===== src/rtl/irq_arb_pkg.sv =====
package irq_arb_pkg;
  localparam int NMI_NUM  = 2;
  localparam int FLT_NUM  = 3;
  localparam int EXT_BASE = 16;

  typedef enum logic [1:0] {
    SEL_ALL   = 2'd0,
    SEL_FLT   = 2'd1,
    SEL_FLOOR = 2'd2
  } cfg_sel_e;

  // source index (0 NMI, 1 fault, 2.. external) to exception number
  function automatic int num_of_src(input int s);
    if (s == 0)      return NMI_NUM;
    else if (s == 1) return FLT_NUM;
    else             return s - 2 + EXT_BASE;
  endfunction
endpackage


===== src/rtl/irq_mask_regs.sv =====
module irq_mask_regs #(
  parameter int PRIO_W = 8
) (
  input  logic              clk,
  input  logic              rst_n,
  input  logic              priv,
  input  logic              cfg_wr,
  input  logic [1:0]        cfg_sel,
  input  logic [PRIO_W-1:0] cfg_wdata,
  output logic              mask_all,
  output logic              mask_flt,
  output logic [PRIO_W-1:0] floor_lvl
);
  import irq_arb_pkg::*;

  always_ff @(posedge clk or negedge rst_n) begin
    if (!rst_n) begin
      mask_all  <= 1'b0;
      mask_flt  <= 1'b0;
      floor_lvl <= '0;
    end else if (cfg_wr && priv) begin
      case (cfg_sel_e'(cfg_sel))
        SEL_ALL:   mask_all  <= cfg_wdata[0];
        SEL_FLT:   mask_flt  <= cfg_wdata[0];
        SEL_FLOOR: floor_lvl <= cfg_wdata;
        default:   ;
      endcase
    end
  end
endmodule


===== src/rtl/irq_src_state.sv =====
module irq_src_state #(
  parameter int SRC   = 10,
  parameter int EXC_W = 5
) (
  input  logic             clk,
  input  logic             rst_n,
  input  logic [SRC-1:0]   set_vec,
  input  logic [SRC-1:0]   take_hot,
  input  logic             done_valid,
  input  logic [EXC_W-1:0] done_num,
  output logic [SRC-1:0]   pend,
  output logic [SRC-1:0]   act
);
  import irq_arb_pkg::*;

  logic [SRC-1:0] done_hot;

  for (genvar s = 0; s < SRC; s++) begin : g_done
    assign done_hot[s] = done_valid && (done_num == EXC_W'(num_of_src(s)));
  end

  always_ff @(posedge clk or negedge rst_n) begin
    if (!rst_n) begin
      pend <= '0;
      act  <= '0;
    end else begin
      pend <= (pend & ~take_hot) | set_vec;
      act  <= (act & ~done_hot) | take_hot;
    end
  end
endmodule


===== src/rtl/irq_gate.sv =====
module irq_gate #(
  parameter int NUM_IRQ = 8,
  parameter int PRIO_W  = 8,
  parameter int SRC     = NUM_IRQ + 2,
  parameter int RK_W    = PRIO_W + 2
) (
  input  logic [SRC-1:0]            pend,
  input  logic [SRC-1:0]            act,
  input  logic [NUM_IRQ*PRIO_W-1:0] prio,
  input  logic [RK_W-1:0]           cur_rank,
  input  logic                      mask_all,
  input  logic                      mask_flt,
  input  logic [PRIO_W-1:0]         floor_lvl,
  output logic [SRC-1:0]            elig,
  output logic [SRC*RK_W-1:0]       rank
);
  for (genvar s = 0; s < SRC; s++) begin : g_src
    logic [RK_W-1:0] rk;
    logic            ok;
    if (s == 0) begin : g_nmi
      assign rk = '0;
      assign ok = 1'b1;
    end else if (s == 1) begin : g_flt
      assign rk = RK_W'(1);
      assign ok = !mask_flt;
    end else begin : g_ext
      logic [PRIO_W-1:0] p;
      assign p  = prio[(s-2)*PRIO_W +: PRIO_W];
      assign rk = {2'b00, p} + RK_W'(2);
      assign ok = !mask_all && !mask_flt && !((floor_lvl != '0) && (p >= floor_lvl));
    end
    assign rank[s*RK_W +: RK_W] = rk;
    assign elig[s] = pend[s] && !act[s] && ok && (rk < cur_rank);
  end
endmodule


===== src/rtl/irq_pick.sv =====
module irq_pick #(
  parameter int SRC   = 10,
  parameter int RK_W  = 10,
  parameter int EXC_W = 5
) (
  input  logic [SRC-1:0]      elig,
  input  logic [SRC*RK_W-1:0] rank,
  output logic                win_valid,
  output logic [SRC-1:0]      win_hot,
  output logic [EXC_W-1:0]    win_num
);
  import irq_arb_pkg::*;

  logic [RK_W-1:0] best;
  int              sel;

  always_comb begin
    win_valid = 1'b0;
    best      = '1;
    sel       = 0;
    for (int s = 0; s < SRC; s++) begin
      // strict compare keeps the lowest index on a tie
      if (elig[s] && (!win_valid || rank[s*RK_W +: RK_W] < best)) begin
        win_valid = 1'b1;
        best      = rank[s*RK_W +: RK_W];
        sel       = s;
      end
    end
    win_hot = win_valid ? (SRC'(1) << sel) : '0;
    win_num = EXC_W'(num_of_src(sel));
  end
endmodule


===== src/rtl/irq_preempt_arb.sv =====
module irq_preempt_arb #(
  parameter  int NUM_IRQ = 8,
  parameter  int PRIO_W  = 8,
  localparam int SRC     = NUM_IRQ + 2,
  localparam int RK_W    = PRIO_W + 2,
  localparam int EXC_W   = $clog2(NUM_IRQ + 16)
) (
  input  logic                      clk,
  input  logic                      rst_n,
  input  logic                      nmi_set,
  input  logic                      flt_set,
  input  logic [NUM_IRQ-1:0]        irq_set,
  input  logic [NUM_IRQ*PRIO_W-1:0] irq_prio,
  input  logic [RK_W-1:0]           cur_rank,
  input  logic                      priv,
  input  logic                      cfg_wr,
  input  logic [1:0]                cfg_sel,
  input  logic [PRIO_W-1:0]         cfg_wdata,
  output logic                      take_valid,
  input  logic                      take_ready,
  output logic [EXC_W-1:0]          take_num,
  input  logic                      done_valid,
  input  logic [EXC_W-1:0]          done_num,
  output logic [SRC-1:0]            pend_o,
  output logic [SRC-1:0]            act_o,
  output logic                      mask_all_q,
  output logic                      mask_flt_q,
  output logic [PRIO_W-1:0]         floor_q
);
  logic [SRC-1:0]      elig;
  logic [SRC*RK_W-1:0] rank;
  logic [SRC-1:0]      win_hot;
  logic [SRC-1:0]      take_hot;

  irq_mask_regs #(.PRIO_W(PRIO_W)) u_masks (
    .clk(clk), .rst_n(rst_n), .priv(priv), .cfg_wr(cfg_wr),
    .cfg_sel(cfg_sel), .cfg_wdata(cfg_wdata),
    .mask_all(mask_all_q), .mask_flt(mask_flt_q), .floor_lvl(floor_q)
  );

  irq_gate #(.NUM_IRQ(NUM_IRQ), .PRIO_W(PRIO_W), .SRC(SRC), .RK_W(RK_W)) u_gate (
    .pend(pend_o), .act(act_o), .prio(irq_prio), .cur_rank(cur_rank),
    .mask_all(mask_all_q), .mask_flt(mask_flt_q), .floor_lvl(floor_q),
    .elig(elig), .rank(rank)
  );

  irq_pick #(.SRC(SRC), .RK_W(RK_W), .EXC_W(EXC_W)) u_pick (
    .elig(elig), .rank(rank), .win_valid(take_valid),
    .win_hot(win_hot), .win_num(take_num)
  );

  assign take_hot = take_ready ? win_hot : '0;

  irq_src_state #(.SRC(SRC), .EXC_W(EXC_W)) u_state (
    .clk(clk), .rst_n(rst_n), .set_vec({irq_set, flt_set, nmi_set}),
    .take_hot(take_hot), .done_valid(done_valid), .done_num(done_num),
    .pend(pend_o), .act(act_o)
  );
endmodule


===== config.mk =====
export PLATFORM = sky130hd
export DESIGN_NAME = irq_preempt_arb
export DESIGN_NICKNAME = d
export VERILOG_FILES = /design/src/rtl/irq_arb_pkg.sv /design/src/rtl/irq_mask_regs.sv /design/src/rtl/irq_src_state.sv /design/src/rtl/irq_gate.sv /design/src/rtl/irq_pick.sv /design/src/rtl/irq_preempt_arb.sv
export SDC_FILE = /design/constraint.sdc
export NUM_CORES = 1
export LEC_CHECK = 0
export BUFFER_PORTS_ARGS = -buffer_cell sky130_fd_sc_hd__buf_2
export CORE_MARGIN = 2
export CORE_UTILIZATION = 48
export CTS_CLUSTER_SIZE = 30
export DETAILED_ROUTE_END_ITERATION = 12
export PLACE_DENSITY_LB_ADDON = 0.12
export SYNTH_ARGS = -nofsm -noshare
export SYNTH_HDL_FRONTEND = slang
export SYNTH_SLANG_ARGS = --single-unit

===== constraint.sdc =====
create_clock -name clk -period 32.9 [get_ports clk]
set_input_delay 1.645 -clock clk [delete_from_list [all_inputs] [get_ports clk]]
set_output_delay 1.645 -clock clk [all_outputs]
set_load 0.02 [all_outputs]

======== Word level (Yosys, flattened, before mapping) ========
Index checks and enable logic that the tools add are counted.
cells by class
  add/subtract/negate cells ............... 10
  order comparisons ....................... 27
  shift operators ......................... 1
  muxes and demuxes ....................... 32
  bitwise gates (word level) .............. 6
  reduce and logical (&&, ||, !) cells .... 110
  eq/ne operators ......................... 13
operators by type and width
  operator                count
  $mux W10                11
  $lt A10 B10 Y1          8
  $lt A9 B10 Y1           8
  $add A8 B2 Y9 const B   8
  $logic_and A1 B1 Y1     66
  $ge A8 B8 Y1            8
  $eq A5 B5 Y1 const B    8
  $logic_not A32 Y1       1
  $lt A1 B10 Y1 const A   3
  $logic_not A1 Y1        29
  $and A10 B10 Y10        2
  $not A10 Y10            2
  $or A10 B10 Y10         2
  $mux W3                 4
  $mux W1                 11
  $eq A5 B2 Y1 const B    2
  $mux W5                 2
  $shl A1 B4 Y10 const A  1
  $logic_or A1 B1 Y1      9
  $mux W4                 2
  $reduce_bool A8 Y1      1
  $reduce_and A2 Y1       3
  $add A5 B5 Y5 const B   1
  $sub A4 B2 Y5 const B   1
  other kinds (5)         6
storage, ports and cells
  register bits ........................... 30
  logic and storage cells ................. 204
  output and inout bits ................... 36
  input port bits ......................... 105

======== Logic depth before layout (Yosys ltp) ========
  depth after elaboration ................. 46
  mapped depth ............................ 93

======== By module ========
A second synthesis with hierarchy kept.
unflattened totals
  cells, all modules ...................... 1225
  area, all modules ....................... 9650.5 um^2
modules (own cells, without submodules)
  module           instances  area an instance (um^2)  cells each
  irq_pick         1          4312.9                   609
  irq_gate         1          4051.4                   511
  irq_src_state    1          815.8                    72
  irq_mask_regs    1          407.9                    23
  irq_preempt_arb  1          62.6                     10

======== Worst setup path after synthesis ========
OpenSTA, ideal clock, no wires.
  path type ............................... input-to-output
  from .................................... in cur_rank[6]
  to ...................................... out take_num[3]
  path slack .............................. 14.087 ns
  buffers on the path ..................... 6
  cell stages on the path ................. 85
  data required time ...................... 31.255 ns
  arrival time ............................ 17.168 ns
  cell sequence ........................... nor4_2 > nand3_1 > a22oi_2 > inv_1 > ha_1 > nand4_1 > nor4_1 > a2111oi_0 > a21oi_1 > nor2_1 > a21oi_1 > ha_1 > nand3_1 > nor3_1 > nand2_1 > or3_4 > a2bb2oi_1 > nor2_1 > [... 49 more ...] > a31oi_4 > buf_4 > a21o_1 > ha_1 > and4_1 > a21oi_1 > nand2_1 > a221oi_1 > o2111a_1 > nor2b_1 > a311oi_2 > and2_1 > buf_6 > buf_8 > o21ai_0 > ha_1 > nand2b_1 > mux2i_1
between the ends
  cells in the longest elaborated chain, start to end .. 43
  elaborated cells on any way between the ends .. 89
  those cells by class .................... add/sub (2); order compare (19); eq/ne (1); mux (29); reduce/logical (38)
ends and longest elaborated chain
  what                                                      line                   RTL
  start, declared                                           irq_preempt_arb.sv:14  input logic [RK_W-1:0] cur_rank,
  $lt A1 B10 Y1                                             irq_gate.sv:33         assign elig[s] = pend[s] && !act[s] && ok && (rk < cur_rank);
  $logic_and A1 B1 Y1                                       irq_gate.sv:33
  $mux W10 / $mux W1 (equally long branches)                irq_pick.sv:23         if (elig[s] && (!win_valid || rank[s*RK_W +: RK_W] < best)) begin
  $lt A1 B10 Y1 / $logic_not A1 Y1 (equally long branches)  irq_pick.sv:23
  $logic_or A1 B1 Y1                                        irq_pick.sv:23
  $logic_and A1 B1 Y1                                       irq_pick.sv:23
  $mux W10 / $mux W1 (equally long branches)                irq_pick.sv:23
  $lt A9 B10 Y1 / $logic_not A1 Y1 (equally long branches)  irq_pick.sv:23
  [... 27 more ...]                                         -
  $lt A9 B10 Y1 / $logic_not A1 Y1 (equally long branches)  irq_pick.sv:23
  $logic_or A1 B1 Y1                                        irq_pick.sv:23
  $logic_and A1 B1 Y1                                       irq_pick.sv:23
  $mux W4 (*)                                               irq_pick.sv:23
  $sub A4 B2 Y5                                             irq_arb_pkg.sv:16      else return s - 2 + EXT_BASE;
  $add A5 B5 Y5                                             irq_arb_pkg.sv:16
  $mux W5                                                   irq_arb_pkg.sv:15      else if (s == 1) return FLT_NUM;
  $mux W5 (*)                                               irq_arb_pkg.sv:14      if (s == 0) return NMI_NUM;
  end, declared                                             irq_preempt_arb.sv:21  output logic [EXC_W-1:0] take_num,
Every way passes the cells marked *; elsewhere a longest branch is shown, timed or not.

======== Worst setup path after layout ========
  from .................................... in cur_rank[9]
  to ...................................... out take_num[2]
Same word-level chain as after synthesis.

==> summary.md <==
| Metric | Value |
|---|---|
| Status | finished clean |
| RSZ-0062 raised after global routing | false |
| Antenna Nets Post-Route | 0 |
| # hold bufs at CTS | 0 |
| Critical path class | in -> out |
| Max frequency | about 45 MHz |
| # DRC | 0 |
| Fin. Hold Viols | 0 |
| Initial DRC Count | roughly 610 |
| Most common cell after layout, fill and taps aside | ha_1 |
| Most used DFF post-synth | dfrtp_1 |
| Pleak | approximately 4.6 nW |
| Cell row count | between 40 and 50 |
| Post-synthesis sequential area ratio | 0.0929 |
| First-pass GRT wire length | 43400 microns |
| Post-synthesis simple-gate area fraction | 0.202 |
| Insertion delay to the later sink of the worst-skew pair | 0.28 ns |
| Die Footprint | about 18000 sq um |
| Vias | 8352 |
| Post-Syn Nets | ~1300 |
| Slowest stage delay, CP | roughly 0.61 ns |
| CTS sink count | 30 |
| Post-Synth XOR/XNOR Area | 0.0434 |
| Ant diodes | 0 |
| Final #Nets | around 1400 |
| Reg clk slew, reported paths | around 0.05 ns |
| Peak supply drop | 0.0863 mV |
| Async S/R FF share, synth | 1.00 |
| Max FO, Critical Path | 25 |
| Fin util | 0.556 |
| Vias per cell | a little over 6 |
| Post-synth EDFFs | 0 |
| WP data required | between 30 and 40 ns |
| Post-synthesis mux area share | 0.0297 |
| Setup Buffers After CTS | 0 |
| Setup tns final | 0 ns |
| Setup Skew | 0.00346 ns |
| DP HPWL | 22500 microns |
| Cell area after layout | 9190 sq um |
| Final Setup Violations | 0 |
| CTS root buf | clkbuf_16 |
| Initial core utilization | 0.489 |
| Ratio of final minimum period to clock period | 0.680 |
| Max Cap Viol | 0 |
| WHS | around 0.51 ns |
| Synth Area in Compound Gates | 0.287 |
| Worst setup EP type | output port |
| Fraction of the mapped netlist area in adder cells | 0.310 |
| Most frequent cells in the layout | ha_1 (200), buf_2 (140), nand2_1 (79), nor2_1 (75), o21ai_0 (59) |
| Vias in the first global route | roughly 8000 |
| Total GRT Usage | 0.312 |
| CP max stage cell | a41oi_4 |
| Largest net degree at the start of global routing | 31 |
| Yosys Warn Count | 0 |
| Num CTS Buffers | 5 |
| Tightest Hold Check Type | reg -> reg |
| Pre-Repair DR Iteration Count | 5 |
| Pwr/cell area | between 80 and 90 nW/um^2 |
| Die width | between 100 and 150 microns |
| Largest family of logic cells by synthesized area | adder cells |
| H-Tree Level Count | 2 |
| Post-Synthesis Cells | between 900 and 1000 |
| I/O pins | around 140 |
| Worst Max-Slew Pin Slew | between 0.7 and 0.8 ns |
| Slew Viols, Final | 0 |
| Data arrival, critical path | 20.72 ns |
| Max-slew headroom | 0.469 |
| Cts repair resizes | 0 |
| Share of cells above drive strength 1 | 0.179 |
| Die boundary height | 134 microns |
| #FFs+latches synth | 30 |
| Port Buffers | between 100 and 150 |
| Delay-heaviest family, CP | compound AO/OA/AOI/OAI gates |
| DR WL/cell | 20.8 microns |
| Initial antenna violation count | 0 |
| Fin crit period | 22.37 ns |
| GP Congestion | between 1 and 1.5 |
| Startpoint type of the worst setup path | input port |
| Dpl cell area | around 9000 sq um |
| Bufs on Longest Clock Path | 2 |
| Total gr overflow | 0 |
| Syn_area_per_cell | just over 8 sq um |
| Core area | 16500 sq um |
| CTS tree | built |
| Area growth from synthesis to layout | 13.7% |
| Synthesized area | a little over 8000 sq um |
| Yosys cell types | 81 |
| CP bufs+invs | 5 |
| Final WL | roughly 28000 microns |
-- worst paths after layout --
path / to / start / slack, ns / depth (start not counted)
setup / recovery: take_num[2] / cur_rank[9] / 10.53 / 83
hold / removal: u_state.pend[8] / u_state.pend[8] / 0.51 / 1
setup reg to reg: u_state.pend[5] / u_masks.mask_flt / 14.02 / 79
hold reg to reg: u_state.pend[8] / u_state.pend[8] / 0.51 / 1
max in group asynchronous: u_masks.mask_all / rst_n / 31.05 / 1
min in group asynchronous: u_state.pend[2] / rst_n / 1.41 / 1
-- Yosys cell counts (11+ instances only) --
| library cell | number | area share |
|---|---|---|
| nand4_1 | 12 | 0.0093 |
| and3_1 | 13 | 0.010 |
| nand2_1 | 79 | 0.037 |
| dfrtp_1 | 30 | 0.093 |
| o21ai_0 | 59 | 0.037 |
| xor2_1 | 23 | 0.025 |
| o211ai_1 | 13 | 0.012 |
| nor2b_1 | 11 | 0.0085 |
| inv_1 | 48 | 0.022 |
| a211oi_1 | 17 | 0.016 |
| nand3_1 | 46 | 0.028 |
| o21a_1 | 19 | 0.018 |
| ha_1 | 200 | 0.31 |
| a31oi_1 | 19 | 0.015 |
| nor2_1 | 75 | 0.035 |
| nand2b_1 | 23 | 0.018 |
| nor3_1 | 18 | 0.011 |
| a21oi_1 | 45 | 0.028 |
| mux2_2 | 16 | 0.022 |
| xnor2_1 | 17 | 0.018 |
| a21o_1 | 39 | 0.036 |
-- through the flow --
| step | std cells | setup slack (ns) | total power [W] |
|---|---|---|---|
| 2_1_floorplan | 994 | 14.09 | 0.000528 |
| 3_3_place_gp | 1349 | 11.29 | 0.000693 |
| 3_5_place_dp | 1349 | 11.03 | 0.000691 |
| 4_1_cts | 1357 | 10.95 | 0.000747 |
| 5_1_grt | 1357 | 9.01 | 0.000830 |
| 6_report | 1357 | 10.53 | 0.000758 |
-- layout make-up --
cell class / instances / area [sq um]
clock inverter: 3 / 40.0
clock buffer: 5 / 125
fill: 1578 / 7340
timing repair buffer: 149 / 768
tap: 220 / 275
multi-input combinational: 901 / 7040
sequential: 30 / 751
inverter: 49 / 184
-- cells by family after synthesis --
logic type	Yosys count
DFF	30
adders and majority gates	200
xor gates and xnor gates	40
and+or+nand+nor	325
muxes	22
AOI/OAI and AO/OA	314
buffers and inverters	63
-- state kept, by name (all words and copies together) (netlist names) --
register / count
u_masks.mask_flt: 1
u_masks.floor_lvl: 8
u_masks.mask_all: 1
u_state.pend: 10
u_state.act: 10
-- where the power goes --
part | total (W) | internal, W | switching, W | leakage, nW
Sequential | 0.0000602 | 0.0000483 | 0.0000120 | 0.322
Clock | 0.0000517 | 0.0000354 | 0.0000164 | 0.0836
Combinational | 0.000646 | 0.000258 | 0.000388 | 4.18
-- per-layer routing --
metal | vias to the layer above | share of wire | track usage
li1 | 4111 | - | -
met1 | 3881 | 0.45 | 0.415
met2 | 309 | 0.46 | 0.526
met3 | 51 | 0.058 | 0.0270
met4 | 0 | 0.036 | 0.114
met5 | - | 0 | 0
-- worst reg2reg max path: cells and delay by family (launching register included) --
family | cells | cell delay [ns]
flops | 1 | 0.51
simple gates | 26 | 5.01
buf+inv | 3 | 0.61
mux | 1 | 0.35
fa+ha+maj | 8 | 2.61
compound gates | 41 | 9.61
Note: power is estimated with default switching activity, not from simulation.
